$ cat config.mk
export PLATFORM = sky130hd
export DESIGN_NAME = serial_bitmem
export DESIGN_NICKNAME = d
export VERILOG_FILES = /design/src/rtl/sbm_pkg.sv /design/src/rtl/sbm_cmd_decode.sv /design/src/rtl/sbm_prog_timer.sv /design/src/rtl/sbm_cell_array.sv /design/src/rtl/serial_bitmem.sv
export SDC_FILE = /design/constraint.sdc
export NUM_CORES = 1
export LEC_CHECK = 0
export BUFFER_PORTS_ARGS = -buffer_cell sky130_fd_sc_hd__buf_2
export CORE_MARGIN = 5
export CORE_UTILIZATION = 25
export DETAILED_ROUTE_END_ITERATION = 10
export PLACE_DENSITY = 0.41
export SLEW_MARGIN = 20
export SYNTH_ARGS = -nofsm -noshare
export SYNTH_HDL_FRONTEND = slang
export SYNTH_SLANG_ARGS = --single-unit
$ cat constraint.sdc
create_clock -name clk -period 2.9 [get_ports clk]
set_input_delay 0 -clock clk [delete_from_list [all_inputs] [get_ports clk]]
set_output_delay 0 -clock clk [all_outputs]
set_load 0.05 [all_outputs]
$ cat src/rtl/sbm_pkg.sv
package sbm_pkg;

    localparam int ROWS        = 24;
    localparam int COLS        = 8;
    localparam int CELLS       = ROWS * COLS;
    localparam int ADDR_W      = 9;
    localparam int COL_W       = $clog2(COLS);
    localparam int ROW_W       = ADDR_W - COL_W;
    localparam int IDX_W       = $clog2(CELLS);
    localparam int ADDR_LAST   = 263;
    localparam int FUSE_ADDR   = 260;

    localparam int CARD_BASE   = 16;
    localparam int COUNT_BASE  = 64;
    localparam int CERT_BASE   = 112;
    localparam int ISSUER_BASE = 128;

    typedef logic [ADDR_W-1:0] addr_t;

    typedef enum logic [1:0] {
        CMD_NONE,
        CMD_HOME,
        CMD_STEP,
        CMD_PROG
    } cmd_e;

    typedef enum logic [2:0] {
        RG_CIRCUIT,
        RG_CARD,
        RG_COUNT,
        RG_CERT,
        RG_ISSUER,
        RG_VOID
    } region_e;

    typedef struct packed {
        logic may_set;
        logic may_clear;
    } rights_t;

    typedef struct packed {
        addr_t addr;
        logic  clear;
    } job_t;

    function automatic region_e region_of(addr_t a);
        int v;
        v = int'(a);
        if (v < CARD_BASE)        return RG_CIRCUIT;
        else if (v < COUNT_BASE)  return RG_CARD;
        else if (v < CERT_BASE)   return RG_COUNT;
        else if (v < ISSUER_BASE) return RG_CERT;
        else if (v < CELLS)       return RG_ISSUER;
        else                      return RG_VOID;
    endfunction

    function automatic rights_t rights_of(region_e r, logic user);
        rights_t g;
        g = '0;
        case (r)
            RG_CARD:   g.may_set = !user;
            RG_COUNT:  begin g.may_set = 1'b1;  g.may_clear = 1'b1;  end
            RG_CERT,
            RG_ISSUER: begin g.may_set = !user; g.may_clear = !user; end
            default:   g = '0;
        endcase
        return g;
    endfunction

endpackage

$ cat src/rtl/sbm_cmd_decode.sv
module sbm_cmd_decode
    import sbm_pkg::*;
(
    input  logic clk,
    input  logic rst,
    input  logic line_rst,
    input  logic line_clk,
    input  logic line_io,
    output cmd_e cmd
);

    logic clk_q;
    logic io_q;
    logic used_q;
    logic rise;
    logic fall;
    logic strobe;

    assign rise   = line_clk && !clk_q;
    assign fall   = !line_clk && clk_q;
    assign strobe = line_clk && clk_q && line_io && !io_q && !line_rst;

    always_ff @(posedge clk) begin
        if (rst) begin
            clk_q  <= 1'b0;
            io_q   <= 1'b0;
            used_q <= 1'b0;
        end else begin
            clk_q <= line_clk;
            io_q  <= line_io;
            if (rise)        used_q <= line_rst;
            else if (strobe) used_q <= 1'b1;
        end
    end

    always_comb begin
        cmd = CMD_NONE;
        if (rise && line_rst)                   cmd = CMD_HOME;
        else if (fall && !used_q && !line_rst)  cmd = CMD_STEP;
        else if (strobe)                        cmd = CMD_PROG;
    end

endmodule

$ cat src/rtl/sbm_prog_timer.sv
module sbm_prog_timer #(
    parameter int CYCLES = 50
) (
    input  logic clk,
    input  logic rst,
    input  logic start,
    output logic busy,
    output logic done
);

    localparam int CW = $clog2(CYCLES + 1);

    logic [CW-1:0] left;

    always_ff @(posedge clk) begin
        if (rst)            left <= '0;
        else if (start)     left <= CW'(CYCLES);
        else if (left != 0) left <= left - 1'b1;
    end

    assign busy = (left != 0);
    assign done = (left == CW'(1));


    start_idle_chk: assert property (@(posedge clk) disable iff (rst)
        start |=> busy);

endmodule

$ cat src/rtl/sbm_cell_array.sv
module sbm_cell_array
    import sbm_pkg::*;
(
    input  logic  clk,
    input  logic  rst,
    input  logic  commit,
    input  job_t  job,
    input  addr_t rd_addr,
    output logic  rd_bit
);

    logic [CELLS-1:0] flat;
    logic [ROW_W-1:0] job_row;
    logic [COL_W-1:0] job_col;

    assign job_row = job.addr[ADDR_W-1:COL_W];
    assign job_col = job.addr[COL_W-1:0];

    for (genvar r = 0; r < ROWS; r++) begin : g_row
        logic [COLS-1:0] cells;
        logic            hit;
        assign hit = commit && (job_row == ROW_W'(r));
        always_ff @(posedge clk) begin
            if (rst)                   cells <= '0;
            else if (hit && job.clear) cells <= '0;
            else if (hit)              cells[job_col] <= 1'b1;
        end
        assign flat[r*COLS +: COLS] = cells;
    end

    assign rd_bit = (int'(rd_addr) < CELLS) ? flat[rd_addr[IDX_W-1:0]] : 1'b0;


    set_bit_chk: assert property (@(posedge clk) disable iff (rst)
        (commit && !job.clear) |=> flat[$past(job.addr[IDX_W-1:0])]);


    clear_byte_chk: assert property (@(posedge clk) disable iff (rst)
        (commit && job.clear) |=> !flat[$past(job.addr[IDX_W-1:0])]);

endmodule

$ cat src/rtl/serial_bitmem.sv
module serial_bitmem
    import sbm_pkg::*;
#(
    parameter int PROG_CYCLES = 50
) (
    input  logic clk,
    input  logic rst,
    input  logic user_mode,
    input  logic line_rst,
    input  logic line_clk,
    input  logic line_io,
    output logic data_out,
    output logic busy,
    output logic violation
);

    cmd_e    cmd;
    addr_t   addr_q;
    logic    viol_q;
    job_t    job_q;
    region_e reg_now;
    rights_t grant;
    logic    rd_bit;
    logic    start;
    logic    deny;
    logic    done;

    sbm_cmd_decode u_dec (
        .clk      (clk),
        .rst      (rst),
        .line_rst (line_rst),
        .line_clk (line_clk),
        .line_io  (line_io),
        .cmd      (cmd)
    );

    sbm_prog_timer #(.CYCLES(PROG_CYCLES)) u_timer (
        .clk   (clk),
        .rst   (rst),
        .start (start),
        .busy  (busy),
        .done  (done)
    );

    sbm_cell_array u_cells (
        .clk     (clk),
        .rst     (rst),
        .commit  (done),
        .job     (job_q),
        .rd_addr (addr_q),
        .rd_bit  (rd_bit)
    );

    assign reg_now = region_of(addr_q);
    assign grant   = rights_of(reg_now, user_mode);

    always_comb begin
        start = 1'b0;
        deny  = 1'b0;
        if (!busy && cmd == CMD_PROG) begin
            if (rd_bit ? grant.may_clear : grant.may_set) start = 1'b1;
            else                                          deny  = 1'b1;
        end
    end

    always_ff @(posedge clk) begin
        if (rst) begin
            addr_q <= '0;
            viol_q <= 1'b0;
            job_q  <= '0;
        end else begin
            if (!busy) begin
                case (cmd)
                    CMD_HOME: begin
                        addr_q <= '0;
                        viol_q <= 1'b0;
                    end
                    CMD_STEP: addr_q <= (addr_q == addr_t'(ADDR_LAST)) ? '0 : addr_q + 1'b1;
                    default:  ;
                endcase
            end
            if (deny)  viol_q <= 1'b1;
            if (start) job_q  <= '{addr: addr_q, clear: rd_bit};
        end
    end

    assign data_out  = (addr_q == addr_t'(FUSE_ADDR)) ? user_mode : rd_bit;
    assign violation = viol_q;


    busy_hold_chk: assert property (@(posedge clk) disable iff (rst)
        busy |=> $stable(addr_q));


    wrap_chk: assert property (@(posedge clk) disable iff (rst)
        (!busy && cmd == CMD_STEP && addr_q == addr_t'(ADDR_LAST)) |=> (addr_q == '0));


    home_clear_chk: assert property (@(posedge clk) disable iff (rst)
        (!busy && cmd == CMD_HOME) |=> (!violation && addr_q == '0));


    deny_flag_chk: assert property (@(posedge clk) disable iff (rst)
        deny |=> (violation && !busy));


    user_rights_chk: assert property (@(posedge clk) disable iff (rst)
        (start && user_mode) |-> (reg_now == RG_COUNT));


    issuer_rights_chk: assert property (@(posedge clk) disable iff (rst)
        (start && !user_mode) |-> (reg_now != RG_CIRCUIT && reg_now != RG_VOID));

endmodule

Yosys cells after proc, flatten, opt, wreduce, memory -nomap -nowiden
Cells that the tools add are included.
Widths: inputs -> output; s select.
- register bits: 221
- logic and storage cells: 233
- bitwise gates (word level): 25
- order comparisons: 8
- add/subtract/negate cells: 2
- muxes and demuxes: 30
- reductions and logical operators: 101
- eq/ne operators: 34
- operators by type and width (operator ; number):
    $or 8x8->8 ; 24
    $logic_and 1x1->1 ; 59
    $reduce_or 2->1 ; 26
    $eq 6x4->1 const B ; 8
    $eq 6x5->1 const B ; 8
    $eq 6x3->1 const B ; 4
    $eq 9x9->1 const B ; 2
    $lt 9x7->1 const B ; 2
    $lt 9x8->1 const B ; 2
    $pmux 9 s2 ; 1
    $mux 1 ; 15
    $eq 6x1->1 const B ; 2
    $eq 6x2->1 const B ; 2
    $mux 3 ; 4
    $mux 6 ; 2
    $add 9x1->9 const B ; 1
    $lt 8x9->1 const B ; 1
    $lt 9x5->1 const B ; 1
    $mux 9 ; 1
    $bmux 1 s8 ; 1
    $reduce_bool 2->1 ; 4
    $logic_not 1->1 ; 7
    $eq 3x2->1 const B ; 2
    $logic_not 6->1 ; 1
    15 further kinds ; 20

Logic depth before layout (Yosys ltp)
- depth after elaboration: 14
- gate-level depth with buffers: 12
- mapped depth without buffers: 9

By module
From an unflattened synthesis, not the netlist that was laid out.
- cells, all modules: 984
- area, all modules: 9349.0 sq um
- by module, submodules not included (module ; times used ; cells an instance ; seq. area each (sq um) ; area an instance (sq um)):
    sbm_cell_array ; 1 ; 819 ; 3843.7 ; 7820.0
    serial_bitmem ; 1 ; 111 ; 400.4 ; 1031.0
    sbm_prog_timer ; 1 ; 38 ; 120.1 ; 357.8
    sbm_cmd_decode ; 1 ; 16 ; 60.1 ; 140.1

Worst setup path before layout
Ideal clock, no wire load.
- path type: reg-to-output
- start point: register addr_q[1]
- end point: output port data_out
- required time: 2.900 ns
- setup slack: -0.198 ns
- buffers on the path: 3
- arrival time: 3.098 ns
- stages on the path, launching flop included: 11
- cell sequence: dfxtp_1 -> buf_2 -> buf_4 -> buf_2 -> mux4_2 -> nand2_1 -> a311oi_1 -> a31oi_4 -> a21oi_1 -> nor2_1 -> o21ai_0
- word-level cells in the longest chain between the ends: 4
- elaborated cells between the ends (all ways): 6
- those cells by class: order compare: 1; eq/ne: 1; mux: 4
- RTL lines (what ; RTL line ; text):
    start: declaration ; serial_bitmem.sv:18 ; addr_t addr_q;
    start signal: assignment ; serial_bitmem.sv:78 ; CMD_STEP: addr_q <= (addr_q == addr_t'(ADDR_LAST)) ? '0 : addr_q + 1'b1;
    $bmux 1 s8 ; sbm_cell_array.sv:31 ; assign rd_bit = (int'(rd_addr) < CELLS) ? flat[rd_addr[IDX_W-1:0]] : 1'b0;
    $mux 1 (implied by the code) ; sbm_cell_array.sv:31 ;
    $mux 1 ; sbm_cell_array.sv:31 ;
    $mux 1 * ; serial_bitmem.sv:87 ; assign data_out = (addr_q == addr_t'(FUSE_ADDR)) ? user_mode : rd_bit;
    end: declaration ; serial_bitmem.sv:12 ; output logic data_out,
Every way passes the cells marked *; elsewhere a longest branch is shown, timed or not. The select of a mux whose other input is x is not followed.

Worst setup path in the final report
- start point: register addr_q[0]
- end point: output port data_out
Same word-level chain as after synthesis.

==> impl_metrics.json <==
{
  "worst_path_max_delay_cell": "mux4_2",
  "track_usage": 0.140,
  "place_inst": 1554,
  "port_buffers": 8,
  "layout.nets": 1102,
  "synth_common_cells": "nor2_1, dfxtp_1, a21oi_1",
  "placed_area_mm2": 0.0105,
  "rr_endpoint": "job_q[7]",
  "num_vias": 7545,
  "setup_viol": 0,
  "cpPeakStageDelay_ns": 0.52,
  "drv_cap": 0,
  "synth_top_cell_by_area": "dfxtp_1",
  "yosys_register_bits": 221,
  "yosysMostFrequentCell": "nor2_1",
  "synth_top_area_share": 0.471,
  "final_cells": 1615,
  "total_power_mw": 7.31,
  "cp-end-kind": "primary output",
  "slew_headroom": 0.412,
  "p_per_area_mw_per_mm2": 633,
  "timing.fmax_mhz": 354,
  "antenna_left": 0,
  "syn_area_mm2": 0.00939,
  "grt_pass1_wl_um": 45900,
  "clkTransAtPathRegs_ns": 0.06,
  "synth.area.top_cells": "dfxtp_1, a21oi_1, nor2_1",
  "clockBufferDepth": 3,
  "ys_seq_area_frac": 0.471,
  "place_hpwl_um": 19200,
  "grt_max_degree": 46,
  "crit_start": "addr_q[0]",
  "root_buffer": "clkbuf_16",
  "drive_gt1_frac": 0.178,
  "hold_viol_final": 0,
  "fillers": 3943,
  "crit_required_ns": 2.90,
  "wl_met1_um": 14600,
  "yosysUniqueCellTypes": 66,
  "fp.coreArea_mm2": 0.0374,
  "yosysWarnings": 0,
  "vias_per_cell": 4.67,
  "dieWidth_um": 204,
  "ctsHtreeMaxLevel": 1,
  "die_area_mm2": 0.0416,
  "cts.sinks": 221,
  "numCtsBuffers": 27,
  "syn_avg_cell_area_um2": 9.26,
  "grt_pass1_vias": 7438,
  "syn_nets": 1026,
  "holdWs_ns": 0.0739,
  "drt-initial-drc-count": 497,
  "yosys_most_used_dff": "dfxtp_1",
  "final_area_mm2": 0.0116,
  "start_util": 0.251,
  "finalClockSkew_ns": 0.0112,
  "highest_layer": "met4",
  "max_slew.worst_pin.slew_ns": 0.881,
  "wl_met3_um": 900,
  "cts_tree": "built",
  "ir_drop_mv": 0.285,
  "antennaDiodeCount": 0,
  "synth_async_sr_flop_share": 0,
  "insertion_delay_ns": 0.54,
  "status": "completed",
  "timing.final.crit_period_ns": 2.82,
  "reg2reg_depth": 10,
  "leakagePower_nw": 4.29,
  "cp-start-kind": "flip-flop",
  "path_cells": "buf_12, mux4_2, o2111ai_1, nand4_1, o221ai_4, a21oi_2, nor2_4, o21ai_1, buf_6",
  "gp_congestion": 0.762,
  "dr_wl_met2_um": 13300,
  "routedWlPerCell_um": 18.1,
  "crit_type": "flip-flop to primary output",
  "overflow": 0,
  "fin_crit_sh": 0.973,
  "crit_path_end": "data_out",
  "rsz0062_at_grt": "true",
  "syn-instance-count": 1015,
  "wl_um": 29300,
  "chipHeight_um": 204,
  "synth_edf_count": 0,
  "final_util": 0.309,
  "holdCritPathClass": "input pin to flip-flop",
  "drc": 0,
  "area_delta_synth_final_pct": 23.0,
  "worstReg2RegStart": "addr_q[0]",
  "critPathMaxFanout": 10,
  "grt_antenna_before_repair": 0,
  "rows": 71,
  "arrival_ns": 2.82,
  "slew_violations": 0,
  "r2r_setup_slack_ns": 0.08,
  "firstDrtPassIters": 4,
  "pin_count": 9
}
logic make-up after synthesis:
group / after synthesis / synth area share
flip-flops: 221 / 0.471
XOR/XNOR: 10 / 0.00932
AO/OA/AOI/OAI: 272 / 0.166
multiplexers: 74 / 0.139
buffers and inverters: 69 / 0.0356
adder cells (fa/ha/maj): 5 / 0.00666
AND/OR/NAND/NOR: 364 / 0.172
routing by layer:
layer	global-route usage	vias up
met5	0	-
met4	0.0260	0
met3	0.0219	33
met2	0.222	95
met1	0.203	3662
li1	-	3755
layout by cell type (no fill, tap or decap), drive strengths merged, types with 4 or more instances in the layout:
| cell | netlist | routed |
|---|---|---|
| a21o | 24 | 24 |
| nand2 | 49 | 49 |
| clkbuf | 39 | 36 |
| nor2 | 229 | 229 |
| nor3 | 14 | 14 |
| and3 | 4 | 4 |
| o21ai | 10 | 10 |
| a22oi | 5 | 5 |
| dlygate4sd3 | 0 | 4 |
| xnor2 | 8 | 8 |
| nand4 | 5 | 5 |
| mux4 | 41 | 41 |
| a21oi | 206 | 206 |
| inv | 11 | 12 |
| mux2i | 32 | 32 |
| ha | 5 | 5 |
| nor3b | 5 | 5 |
| or3 | 5 | 5 |
| nand3 | 11 | 11 |
| nand2b | 18 | 18 |
| dfxtp | 221 | 221 |
| clkinv | 1 | 6 |
| a31oi | 4 | 4 |
| nor2b | 8 | 8 |
| buf | 18 | 98 |
registers in the layout, summed over array words and instances, names as in the netlist:
| signal | flops |
|---|---|
| u_dec.used_q | 1 |
| u_dec.io_q | 1 |
| job_q | 10 |
| u_timer.left | 6 |
| u_cells.g_row.cells | 192 |
| u_dec.clk_q | 1 |
| violation | 1 |
| addr_q | 9 |
critical path: cells and delay by family (launching register included):
family          cells  cell delay [ns]
buf+inv             2             0.33
simple gates        2             0.33
mux                 1             0.52
flops               1             0.41
compound gates      4             0.68
metrics by stage:
stage / setup TNS, ns / setup slack, ns
after CTS: 0 / 0.000250
after global placement: 0 / 0.117
final: 0 / 0.0788
after global routing: -0.0774 / -0.0441
after detailed placement: 0 / 0.110
after floorplan: 0 / 0.181
power breakdown:
| group | total, mW | internal [mW] | switching (mW) |
|---|---|---|---|
| Sequential | 3.15 | 3.09 | 0.0590 |
| Combinational | 1.05 | 0.456 | 0.592 |
| Clock | 3.12 | 1.85 | 1.27 |
| Total | 7.31 | 5.39 | 1.92 |
cell type report:
cell class	count	area, µm²	share of cell area
clock inverters	7	63.8	0.00552
inverters	12	47.5	0.00412
clock buffers	35	736	0.0637
flip-flops and latches	221	4430	0.384
multi-input cells	725	4700	0.407
well taps	511	639	0.0554
repair buffers	104	927	0.0803
how the worst min path moves through the flow:
| stage | from | endpoint | slack [ns] | depth (start not counted) |
|---|---|---|---|---|
| after floorplan | line_clk | u_dec.clk_q | 0.13 | 1 |
| after global placement | line_io | u_dec.io_q | 0.23 | 2 |
| after detailed placement | line_io | u_dec.io_q | 0.25 | 2 |
| after CTS | rst | u_dec.clk_q | 0.08 | 2 |
| after global routing | rst | u_dec.clk_q | 0.12 | 2 |
| final | rst | u_dec.clk_q | 0.07 | 2 |
repair_timing:
action	4_1_cts	5_1_grt
setup buffers	12	1
resized for setup	9	7
endpoints found under the setup margin	1	4
hold endpoints to repair	6	0
pin swaps	4	2
hold buffers	4	0
cloned	1	1
Power figures use the tool's default switching activity.
